### src/rtl/guard_ext_pkg.sv
package guard_ext_pkg;
  // Symbol index read at output position pos: tail first, then body, then the head again.
  function automatic int guard_src_index(input int pos, input int nfft, input int ncp);
    if (pos < ncp)
      return nfft - ncp + pos;
    else if (pos < ncp + nfft)
      return pos - ncp;
    else
      return 0;
  endfunction
endpackage

### src/rtl/guard_fill_ctrl.sv
module guard_fill_ctrl #(
  parameter int NFFT = 64,
  localparam int AW  = $clog2(NFFT)
) (
  input  logic          clk,
  input  logic          rst_n,
  input  logic          wr_fire,
  output logic          wr_bank,
  output logic [AW-1:0] wr_addr,
  output logic          filled
);
  localparam logic [AW-1:0] LAST_ADDR = AW'(NFFT - 1);

  assign filled = wr_fire && (wr_addr == LAST_ADDR);

  always_ff @(posedge clk) begin
    if (!rst_n) begin
      wr_addr <= '0;
      wr_bank <= 1'b0;
    end else if (wr_fire) begin
      if (wr_addr == LAST_ADDR) begin
        wr_addr <= '0;
        wr_bank <= ~wr_bank;
      end else begin
        wr_addr <= wr_addr + 1'b1;
      end
    end
  end


  bank_flip_chk: assert property (@(posedge clk) disable iff (!rst_n)
    filled |=> (wr_addr == '0) && (wr_bank != $past(wr_bank)));
endmodule

### src/rtl/guard_sym_store.sv
module guard_sym_store #(
  parameter int DW   = 16,
  parameter int NFFT = 64,
  localparam int AW  = $clog2(NFFT)
) (
  input  logic          clk,
  input  logic          wr_en,
  input  logic          wr_bank,
  input  logic [AW-1:0] wr_addr,
  input  logic [DW-1:0] wr_re,
  input  logic [DW-1:0] wr_im,
  input  logic          rd_bank,
  input  logic [AW-1:0] rd_addr,
  output logic [DW-1:0] rd_re,
  output logic [DW-1:0] rd_im
);
  logic [2*DW-1:0] bank_word [2];

  for (genvar b = 0; b < 2; b++) begin : g_bank
    logic [2*DW-1:0] cells [NFFT];
    always_ff @(posedge clk) begin
      if (wr_en && (wr_bank == 1'(b)))
        cells[wr_addr] <= {wr_re, wr_im};
    end
    assign bank_word[b] = cells[rd_addr];
  end

  assign rd_re = bank_word[rd_bank][2*DW-1:DW];
  assign rd_im = bank_word[rd_bank][DW-1:0];
endmodule

### src/rtl/guard_read_seq.sv
module guard_read_seq
  import guard_ext_pkg::*;
#(
  parameter int NFFT  = 64,
  parameter int NCP   = 16,
  localparam int AW   = $clog2(NFFT),
  localparam int OUTLEN = NCP + NFFT + 1,
  localparam int PW   = $clog2(OUTLEN)
) (
  input  logic          clk,
  input  logic          rst_n,
  input  logic          advance,
  output logic          rd_bank,
  output logic [AW-1:0] rd_addr,
  output logic          at_end,
  output logic          sym_done
);
  localparam logic [PW-1:0] END_POS = PW'(OUTLEN - 1);

  logic [PW-1:0] pos;

  assign rd_addr  = AW'(guard_src_index(int'(pos), NFFT, NCP));
  assign at_end   = (pos == END_POS);
  assign sym_done = advance && at_end;

  always_ff @(posedge clk) begin
    if (!rst_n) begin
      pos     <= '0;
      rd_bank <= 1'b0;
    end else if (advance) begin
      if (at_end) begin
        pos     <= '0;
        rd_bank <= ~rd_bank;
      end else begin
        pos <= pos + 1'b1;
      end
    end
  end


  pos_hold_chk: assert property (@(posedge clk) disable iff (!rst_n)
    !advance |=> $stable(pos) && $stable(rd_bank));
endmodule

### src/rtl/ofdm_guard_extender.sv
module ofdm_guard_extender #(
  parameter int DW   = 16,
  parameter int NFFT = 64,
  parameter int NCP  = 16,
  localparam int AW  = $clog2(NFFT),
  localparam int OUTLEN = NCP + NFFT + 1,
  localparam int PW  = $clog2(OUTLEN)
) (
  input  logic          clk,
  input  logic          rst_n,
  input  logic          in_valid,
  output logic          in_ready,
  input  logic [DW-1:0] in_re,
  input  logic [DW-1:0] in_im,
  output logic          out_valid,
  input  logic          out_ready,
  output logic [DW-1:0] out_re,
  output logic [DW-1:0] out_im,
  output logic          out_last
);
  logic [1:0]    full_q;
  logic          wr_fire, wr_bank, filled;
  logic [AW-1:0] wr_addr;
  logic          rd_fire, rd_bank, at_end, sym_done;
  logic [AW-1:0] rd_addr;

  assign in_ready  = !full_q[wr_bank];
  assign wr_fire   = in_valid && in_ready;
  assign out_valid = full_q[rd_bank];
  assign rd_fire   = out_valid && out_ready;
  assign out_last  = out_valid && at_end;

  guard_fill_ctrl #(.NFFT(NFFT)) u_fill (
    .clk(clk), .rst_n(rst_n), .wr_fire(wr_fire),
    .wr_bank(wr_bank), .wr_addr(wr_addr), .filled(filled)
  );

  guard_sym_store #(.DW(DW), .NFFT(NFFT)) u_store (
    .clk(clk), .wr_en(wr_fire), .wr_bank(wr_bank), .wr_addr(wr_addr),
    .wr_re(in_re), .wr_im(in_im), .rd_bank(rd_bank), .rd_addr(rd_addr),
    .rd_re(out_re), .rd_im(out_im)
  );

  guard_read_seq #(.NFFT(NFFT), .NCP(NCP)) u_read (
    .clk(clk), .rst_n(rst_n), .advance(rd_fire), .rd_bank(rd_bank),
    .rd_addr(rd_addr), .at_end(at_end), .sym_done(sym_done)
  );

  for (genvar b = 0; b < 2; b++) begin : g_full
    always_ff @(posedge clk) begin
      if (!rst_n)
        full_q[b] <= 1'b0;
      else if (filled && (wr_bank == 1'(b)))
        full_q[b] <= 1'b1;
      else if (sym_done && (rd_bank == 1'(b)))
        full_q[b] <= 1'b0;
    end
  end

  // Assertion support: symbols waiting and transfers seen in the current symbol.
  logic [1:0]    pending;
  logic [PW-1:0] seen_cnt;
  always_ff @(posedge clk) begin
    if (!rst_n) begin
      pending  <= '0;
      seen_cnt <= '0;
    end else begin
      pending <= pending + {1'b0, filled} - {1'b0, sym_done};
      if (rd_fire) seen_cnt <= out_last ? '0 : seen_cnt + 1'b1;
    end
  end


  valid_needs_symbol_chk: assert property (@(posedge clk) disable iff (!rst_n)
    out_valid |-> pending != 2'd0);

  no_overflow_chk: assert property (@(posedge clk) disable iff (!rst_n)
    pending <= 2'd2);

  full_blocks_input_chk: assert property (@(posedge clk) disable iff (!rst_n)
    (pending == 2'd2) |-> !in_ready);

  hold_on_stall_chk: assert property (@(posedge clk) disable iff (!rst_n)
    out_valid && !out_ready |=> out_valid && $stable(out_re) && $stable(out_im) && $stable(out_last));

  last_count_chk: assert property (@(posedge clk) disable iff (!rst_n)
    rd_fire |-> (out_last == (seen_cnt == PW'(OUTLEN - 1))));

  bank_release_chk: assert property (@(posedge clk) disable iff (!rst_n)
    rd_fire && out_last |=> !full_q[$past(rd_bank)]);
endmodule

### config.mk
export PLATFORM = sky130hd
export DESIGN_NAME = ofdm_guard_extender
export DESIGN_NICKNAME = d
export VERILOG_FILES = /design/src/rtl/guard_ext_pkg.sv /design/src/rtl/guard_fill_ctrl.sv /design/src/rtl/guard_sym_store.sv /design/src/rtl/guard_read_seq.sv /design/src/rtl/ofdm_guard_extender.sv
export SDC_FILE = /design/constraint.sdc
export NUM_CORES = 2
export LEC_CHECK = 0
export CAP_MARGIN = 10
export CORE_ASPECT_RATIO = 2
export CORE_UTILIZATION = 35
export DETAILED_ROUTE_END_ITERATION = 10
export MAX_ROUTING_LAYER = met4
export PLACE_DENSITY = 0.47
export SLEW_MARGIN = 15
export SYNTH_ARGS = -nofsm -noshare
export SYNTH_HDL_FRONTEND = slang
export SYNTH_HIERARCHICAL = 1
export SYNTH_SLANG_ARGS = --single-unit
### constraint.sdc
create_clock -name clk -period 5.85 [get_ports clk]
set_clock_uncertainty 0.15 [all_clocks]
set_input_delay 1.4625 -clock clk [delete_from_list [all_inputs] [get_ports clk]]
set_output_delay 1.4625 -clock clk [all_outputs]
set_load 0.02 [all_outputs]
After elaboration in Yosys (flattened, before gate mapping). Memory sizes are Yosys's and may differ from the RTL's. Cells that the tools add are included.

Register bits: 17. Bits in writable memories: 4096. Bits of input ports: 36. Output and inout bits: 35. Word-level logic and storage cells: 57. Memories kept: 2.

Memory list: u_store.g_bank[0].cells (depth 64, width 32, rd ports 1, clocked after memory_dff 0, wr ports 1, RTL line guard_sym_store.sv:20) `logic [2*DW-1:0] cells [NFFT];`; u_store.g_bank[1].cells (depth 64, width 32, rd ports 1, clocked after memory_dff 0, wr ports 1, RTL line guard_sym_store.sv:20).

Add/subtract/negate cells: 4. $lt $le $gt $ge: 5. Eq/ne operators: 2. Multiplexer cells: 19. Bitwise logic cells: 3. Reductions and logical operators: 16.

Operators by type and width (count): 32-bit two-way mux (3); 6-bit two-way mux (3); 1-bit two-way mux (12); 1-bit logical AND (11); 7-bit by 1-bit adder with 7-bit output (second input constant) (1); 7-bit == test (second input constant) (1); 7-bit by 5-bit less-than comparator with 1-bit output (second input constant) (1); 7-bit less-than comparator (second input constant) (1); 7-bit two-way mux (1); 6-bit by 1-bit adder with 6-bit output (second input constant) (1); 6-bit adder (first input constant) (1); 6-bit == test (second input constant) (1); 6-bit by 5-bit subtractor with 6-bit output (second input constant) (1); 1-bit by 2-bit less-than comparator with 1-bit output (second input constant) (2); 2-bit AND reduction (2); 2-bit nonzero test (2); 2-bit >= comparator (second input constant) (1); 1-bit inverter (2); 1-bit inverter with 2-bit output (1); 1-bit logical NOT (1).

Logic depth before layout (Yosys ltp).
Word-level depth: 7. Mapped depth: 10. Gate-level depth less buffers: 6.

Cells and area by module. Netlist, hierarchy kept.

Modules (own cells, without submodules): guard_sym_store (times used 1, cells each 5965, area each 155689.3 um^2); guard_read_seq (times used 1, cells each 55, area each 531.8 um^2); guard_fill_ctrl (times used 1, cells each 33, area each 315.3 um^2); ofdm_guard_extender (times used 1, cells each 15, area each 123.9 um^2).

Worst setup path before layout. Ideal clock, no wire load.

Path type: register -> output. Start: register u_read.pos[4]. End: output out_im[10]. Data arrival time: 3.389 ns. Data required time: 4.238 ns. Setup slack: 0.848 ns. Cell stages (with the launch flop): 10. Cells stage by stage: dfxtp_1 -> o21ai_0 -> and2_1 -> buf_2 -> buf_2 -> buf_1 -> mux4_2 -> mux4_2 -> mux4_2 -> mux2_2.

Word-level cells in the longest chain between the ends: 7. Elaborated cells between the ends (all ways): 11. Classes of those cells: 2 x add/sub; 2 x order compare; 5 x mux; 2 x memory.

RTL lines: start: declaration (RTL line guard_read_seq.sv:20) `logic [PW-1:0] pos;`; start signal: assignment (RTL line guard_read_seq.sv:35) `pos <= pos + 1'b1;`; 7-bit less-than comparator (RTL line guard_ext_pkg.sv:6) `else if (pos < ncp + nfft)`; 6-bit two-way mux (RTL line guard_ext_pkg.sv:6); 6-bit two-way mux (*) (RTL line guard_ext_pkg.sv:4) `if (pos < ncp)`; named net rd_addr[0] (RTL line ofdm_guard_extender.sv:25) `logic [AW-1:0] rd_addr;`; memory 64 x 32 bit; 32-bit two-way mux (*) (3 in a row); end: declaration (RTL line ofdm_guard_extender.sv:18) `output logic [DW-1:0] out_im,`.

Mark *: on every way through the listed nets, which the timed path passes. The rest lies on a longest branch. The select of a mux whose other input is x is not followed.

Worst setup path after layout.
Start: register u_read.pos[4]. End: output out_re[1].

Word-level cells in the longest chain between the ends: 7. Elaborated cells between the ends (all ways): 11. Classes of those cells: 2 x add/sub; 2 x order compare; 5 x mux; 2 x memory.

RTL lines: 7-bit less-than comparator (RTL line guard_ext_pkg.sv:6); 6-bit two-way mux (RTL line guard_ext_pkg.sv:6); 6-bit two-way mux (*) (RTL line guard_ext_pkg.sv:4); named net rd_addr[0] (RTL line ofdm_guard_extender.sv:25); memory 64 x 32 bit; 32-bit two-way mux (implied by the code) (*) (3 in a row) (RTL line guard_sym_store.sv:28) `assign rd_re = bank_word[rd_bank][2*DW-1:DW];`; end: declaration (RTL line ofdm_guard_extender.sv:17) `output logic [DW-1:0] out_re,`.

Marked as above.

==> flow_summary_export.csv <==
group,metric,value,unit
floorplanning,start_util,35.1,%
layout,fillers,38300,
layout,final_cells,13300,
routing,vias,72000,
timing,fin_ws,-0.640,ns
critical_path,critPathMaxFanout,20,
timing,timing_worst_slew_pin_value,1.22,ns
critical_path,crit_start,"u_read/pos[4]$_SDFFE_PN0P_",
clocking,clock_sinks,4113,
global_route,grt_pass1_vias,75800,
critical_path,reg2reg_from,"u_fill/wr_bank$_SDFFE_PN0P_",
clocking,h-tree-depth,5,
critical_path,r2r-end,"u_store/g_bank[1].cells[48][26]$_DFFE_PP_",
routing,ant_nets,0,
floorplanning,row_count,347,
critical_path,cp.arrival,4.88,ns
layout,final_nets,6845,
status,violations,"setup timing",
placement,pre_cts_slack,-0.105,ns
flow_run,maxCapViolCount,0,
routing,drtPass1Iterations,5,
global_route,grt-ovfl-total,0,
global_route,grt_util_all_layers,22.3,%
synthesis,yosysWarnings,6,
timing,holdWs,0.339,ns
critical_path,crit_path_end_kind,"output port",
layout,layout_commonest_cell,"edfxtp_1",
layout,multiInputGateArea,33000,um2
global_route,antenna_found_initial,51,
floorplanning,die_x,475,um
layout,postLayoutCoreUtil,41.7,%
clocking,clk_pin_slew,0.07,ns
critical_path,cp.required,4.24,ns
synthesis,synth_cell_types,43,
critical_path,worstSetupPathType,"register to output port",
timing,final_hold_viol_count,0,
floorplanning,dieArea,450000,um2
floorplanning,io_pins,71,
timing,max_slew_margin,18.7,%
layout,seq_area,123000,um2
layout,area_growth,18.6,%
critical_path,ff2ff_setup_slack,1.99,ns
clocking,cts-root-buf,"clkbuf_16",
routing,drc,0,
routing,vias_per_cell,5.42,
timing,rsz0062_at_grt,"yes",
clocking,cts_buffer_depth,4,
clocking,cts_tree,"yes",
timing,setup_viol,32,
critical_path,worstSetupEndpoint,"out_re[1]",
synthesis,seq_area_frac_synth,78.7,%
layout,drive_above_1_share,38.4,%
layout,final_cell_mix,"edfxtp_1, mux4_2, clkbuf_16, buf_4, buf_12",
pwr,p_per_area,309,nW/um2
clocking,cts_buffers,362,
timing,fin_tns_setup,-14.51,ns
synthesis,synth_area,157000,um2
routing,first_iter_violations,7302,
synthesis,syn_area_per_cell,25.8,um2
pwr,irDropWorstVdd,0.000260,V
placement,io_buffers,70,
clocking,ctsHoldBuffers,0,
pwr,leakage,55.1,nW
synthesis,synth_nets,6108,
floorplanning,die_h,948,um
clocking,worstSkewPairLatency,0.96,ns
timing,maxSlewViolCount,0,
timing,fin_crit,6.49,ns
placement,dp_cells,12200,
global_route,grt_pass1_wl,658,mm
status,status,"complete, but fails checks",
timing,period_share,111,%
synthesis,postSynthCellCount,6068,
placement,dpl.hpwl,285,mm
hold_path,hold_path.class,"register to register",
floorplanning,core_area,446000,um2
critical_path,r2r.worst_path.cells,7,
placement,gp_congestion,0.818,
timing,max_freq,0.154,GHz
critical_path,cp-start-kind,"register",
routing,routed_wl,486,mm
synthesis,ys_seq_elements,4113,
global_route,grt_max_degree,129,
routing,avgRoutedWirePerCell,36.6,um
## flip-flops by register name, indices dropped and copies added, names as in the netlist
signal,cells
u_store/g_bank.cells,4096
u_fill/wr_addr,6
u_fill/wr_bank,1
u_read/pos,7
full_q,2
u_read/rd_bank,1
## routing by layer
| layer | wire, um | track usage (%) | share of wire [%] | vias up |
|---|---|---|---|---|
| met5 | 0 | - | 0 | - |
| met4 | 23700 | 10.3 | 4.9 | 0 |
| met3 | 18200 | 1.92 | 3.7 | 587 |
| met2 | 265000 | 39.1 | 54 | 1961 |
| met1 | 180000 | 25.6 | 37 | 41100 |
| li1 | - | - | - | 28400 |
## layout make-up
| cell class | count | area share [%] |
|---|---|---|
| inverters | 17 | 0.0343 |
| repair buffers | 693 | 5.27 |
| well taps | 5933 | 3.99 |
| multi-input cells | 1618 | 17.8 |
| clock buffers | 430 | 5.05 |
| flip-flops and latches | 4113 | 66.4 |
| diodes | 275 | 0.370 |
| clock inverters | 212 | 1.15 |
## cells in the mapped netlist, drive strengths merged
| cell type | instances | area (um2) |
|---|---|---|
| mux2 | 32 | 360 |
| nand3 | 5 | 25.0 |
| and3 | 2 | 12.5 |
| nand4 | 5 | 43.8 |
| o41ai | 1 | 27.5 |
| inv | 17 | 63.8 |
| and4 | 1 | 8.76 |
| or3b | 3 | 26.3 |
| xor2 | 4 | 35.0 |
| o21ai | 4 | 20.0 |
| a31o | 1 | 8.76 |
| or3 | 5 | 31.3 |
| nor2b | 4 | 25.0 |
| dfxtp | 17 | 340 |
| buf | 146 | 712 |
| a21oi | 3 | 22.5 |
| clkbuf | 174 | 653 |
| nand3b | 8 | 60.1 |
| nand4bb | 1 | 27.5 |
| ha | 4 | 50.1 |
| edfxtp | 4096 | 123000 |
| mux2i | 5 | 50.1 |
| nand2 | 26 | 97.6 |
| and3b | 1 | 10.0 |
| nor2 | 135 | 507 |
| nor4 | 1 | 21.3 |
| a21boi | 3 | 22.5 |
| and2 | 8 | 50.1 |
| o211ai | 1 | 7.51 |
| nor3 | 3 | 15.0 |
| mux4 | 1344 | 30300 |
| a31oi | 1 | 6.26 |
| o311ai | 1 | 8.76 |
| nand2b | 3 | 18.8 |
| o31ai | 1 | 7.51 |
| xnor2 | 2 | 17.5 |
## worst min path at each step
stage | slack (ns) | end | startpoint | cells past startpoint
after floorplan | 0.30 | full_q[0]$_SDFFE_PN0P_ | full_q[0]$_SDFFE_PN0P_ | 2
after global placement | 0.32 | full_q[0]$_SDFFE_PN0P_ | full_q[0]$_SDFFE_PN0P_ | 2
after detailed placement | 0.32 | full_q[0]$_SDFFE_PN0P_ | full_q[0]$_SDFFE_PN0P_ | 2
after CTS | 0.34 | full_q[0]$_SDFFE_PN0P_ | full_q[0]$_SDFFE_PN0P_ | 2
after global routing | 0.39 | full_q[0]$_SDFFE_PN0P_ | full_q[0]$_SDFFE_PN0P_ | 2
final | 0.34 | full_q[0]$_SDFFE_PN0P_ | full_q[0]$_SDFFE_PN0P_ | 2
## kinds of logic after synthesis
family,Yosys count,share of synthesized area [%]
AOI/OAI and AO/OA,16,0.0839
DFF,4113,78.7
muxes,1381,19.6
xor gates and xnor gates,6,0.0335
and+or+nand+nor,211,0.625
adders and majority gates,4,0.0319
buffers and inverters,337,0.912
## power by group
part           leakage (nW)  switching, mW  internal [mW]
Clock                  5.60           11.0           13.2
Combinational          12.6          0.683          0.110
Sequential             37.0         0.0186           32.4
Total                  55.1           11.7           45.8
## stage by stage
step                power, mW  area (um2)
floorplan                33.2      157000
CTS                      58.0      184000
global placement         33.9      171000
detailed placement       33.9      171000
finish                   57.4      186000
global route             58.9      186000
## worst max-delay path: stages, from the launching register on
cell,delay [ns]
dfxtp_1,0.35
o21ai_4,0.16
and2_4,0.18
buf_12,0.15
buf_16,0.17
buf_16,0.17
buf_12,0.12
buf_6,0.09
mux4_2,0.48
mux4_2,0.80
mux4_2,0.67
mux2_4,0.35
buf_6,0.14
## repair_timing
item / CTS / global route
buffers inserted: 61 / 47
gates resized for setup: 243 / 64
gates cloned: 22 / 13
pin swaps: 2 / 0
setup endpoints to repair: 32 / 32
(Power assumes the default switching activity.)
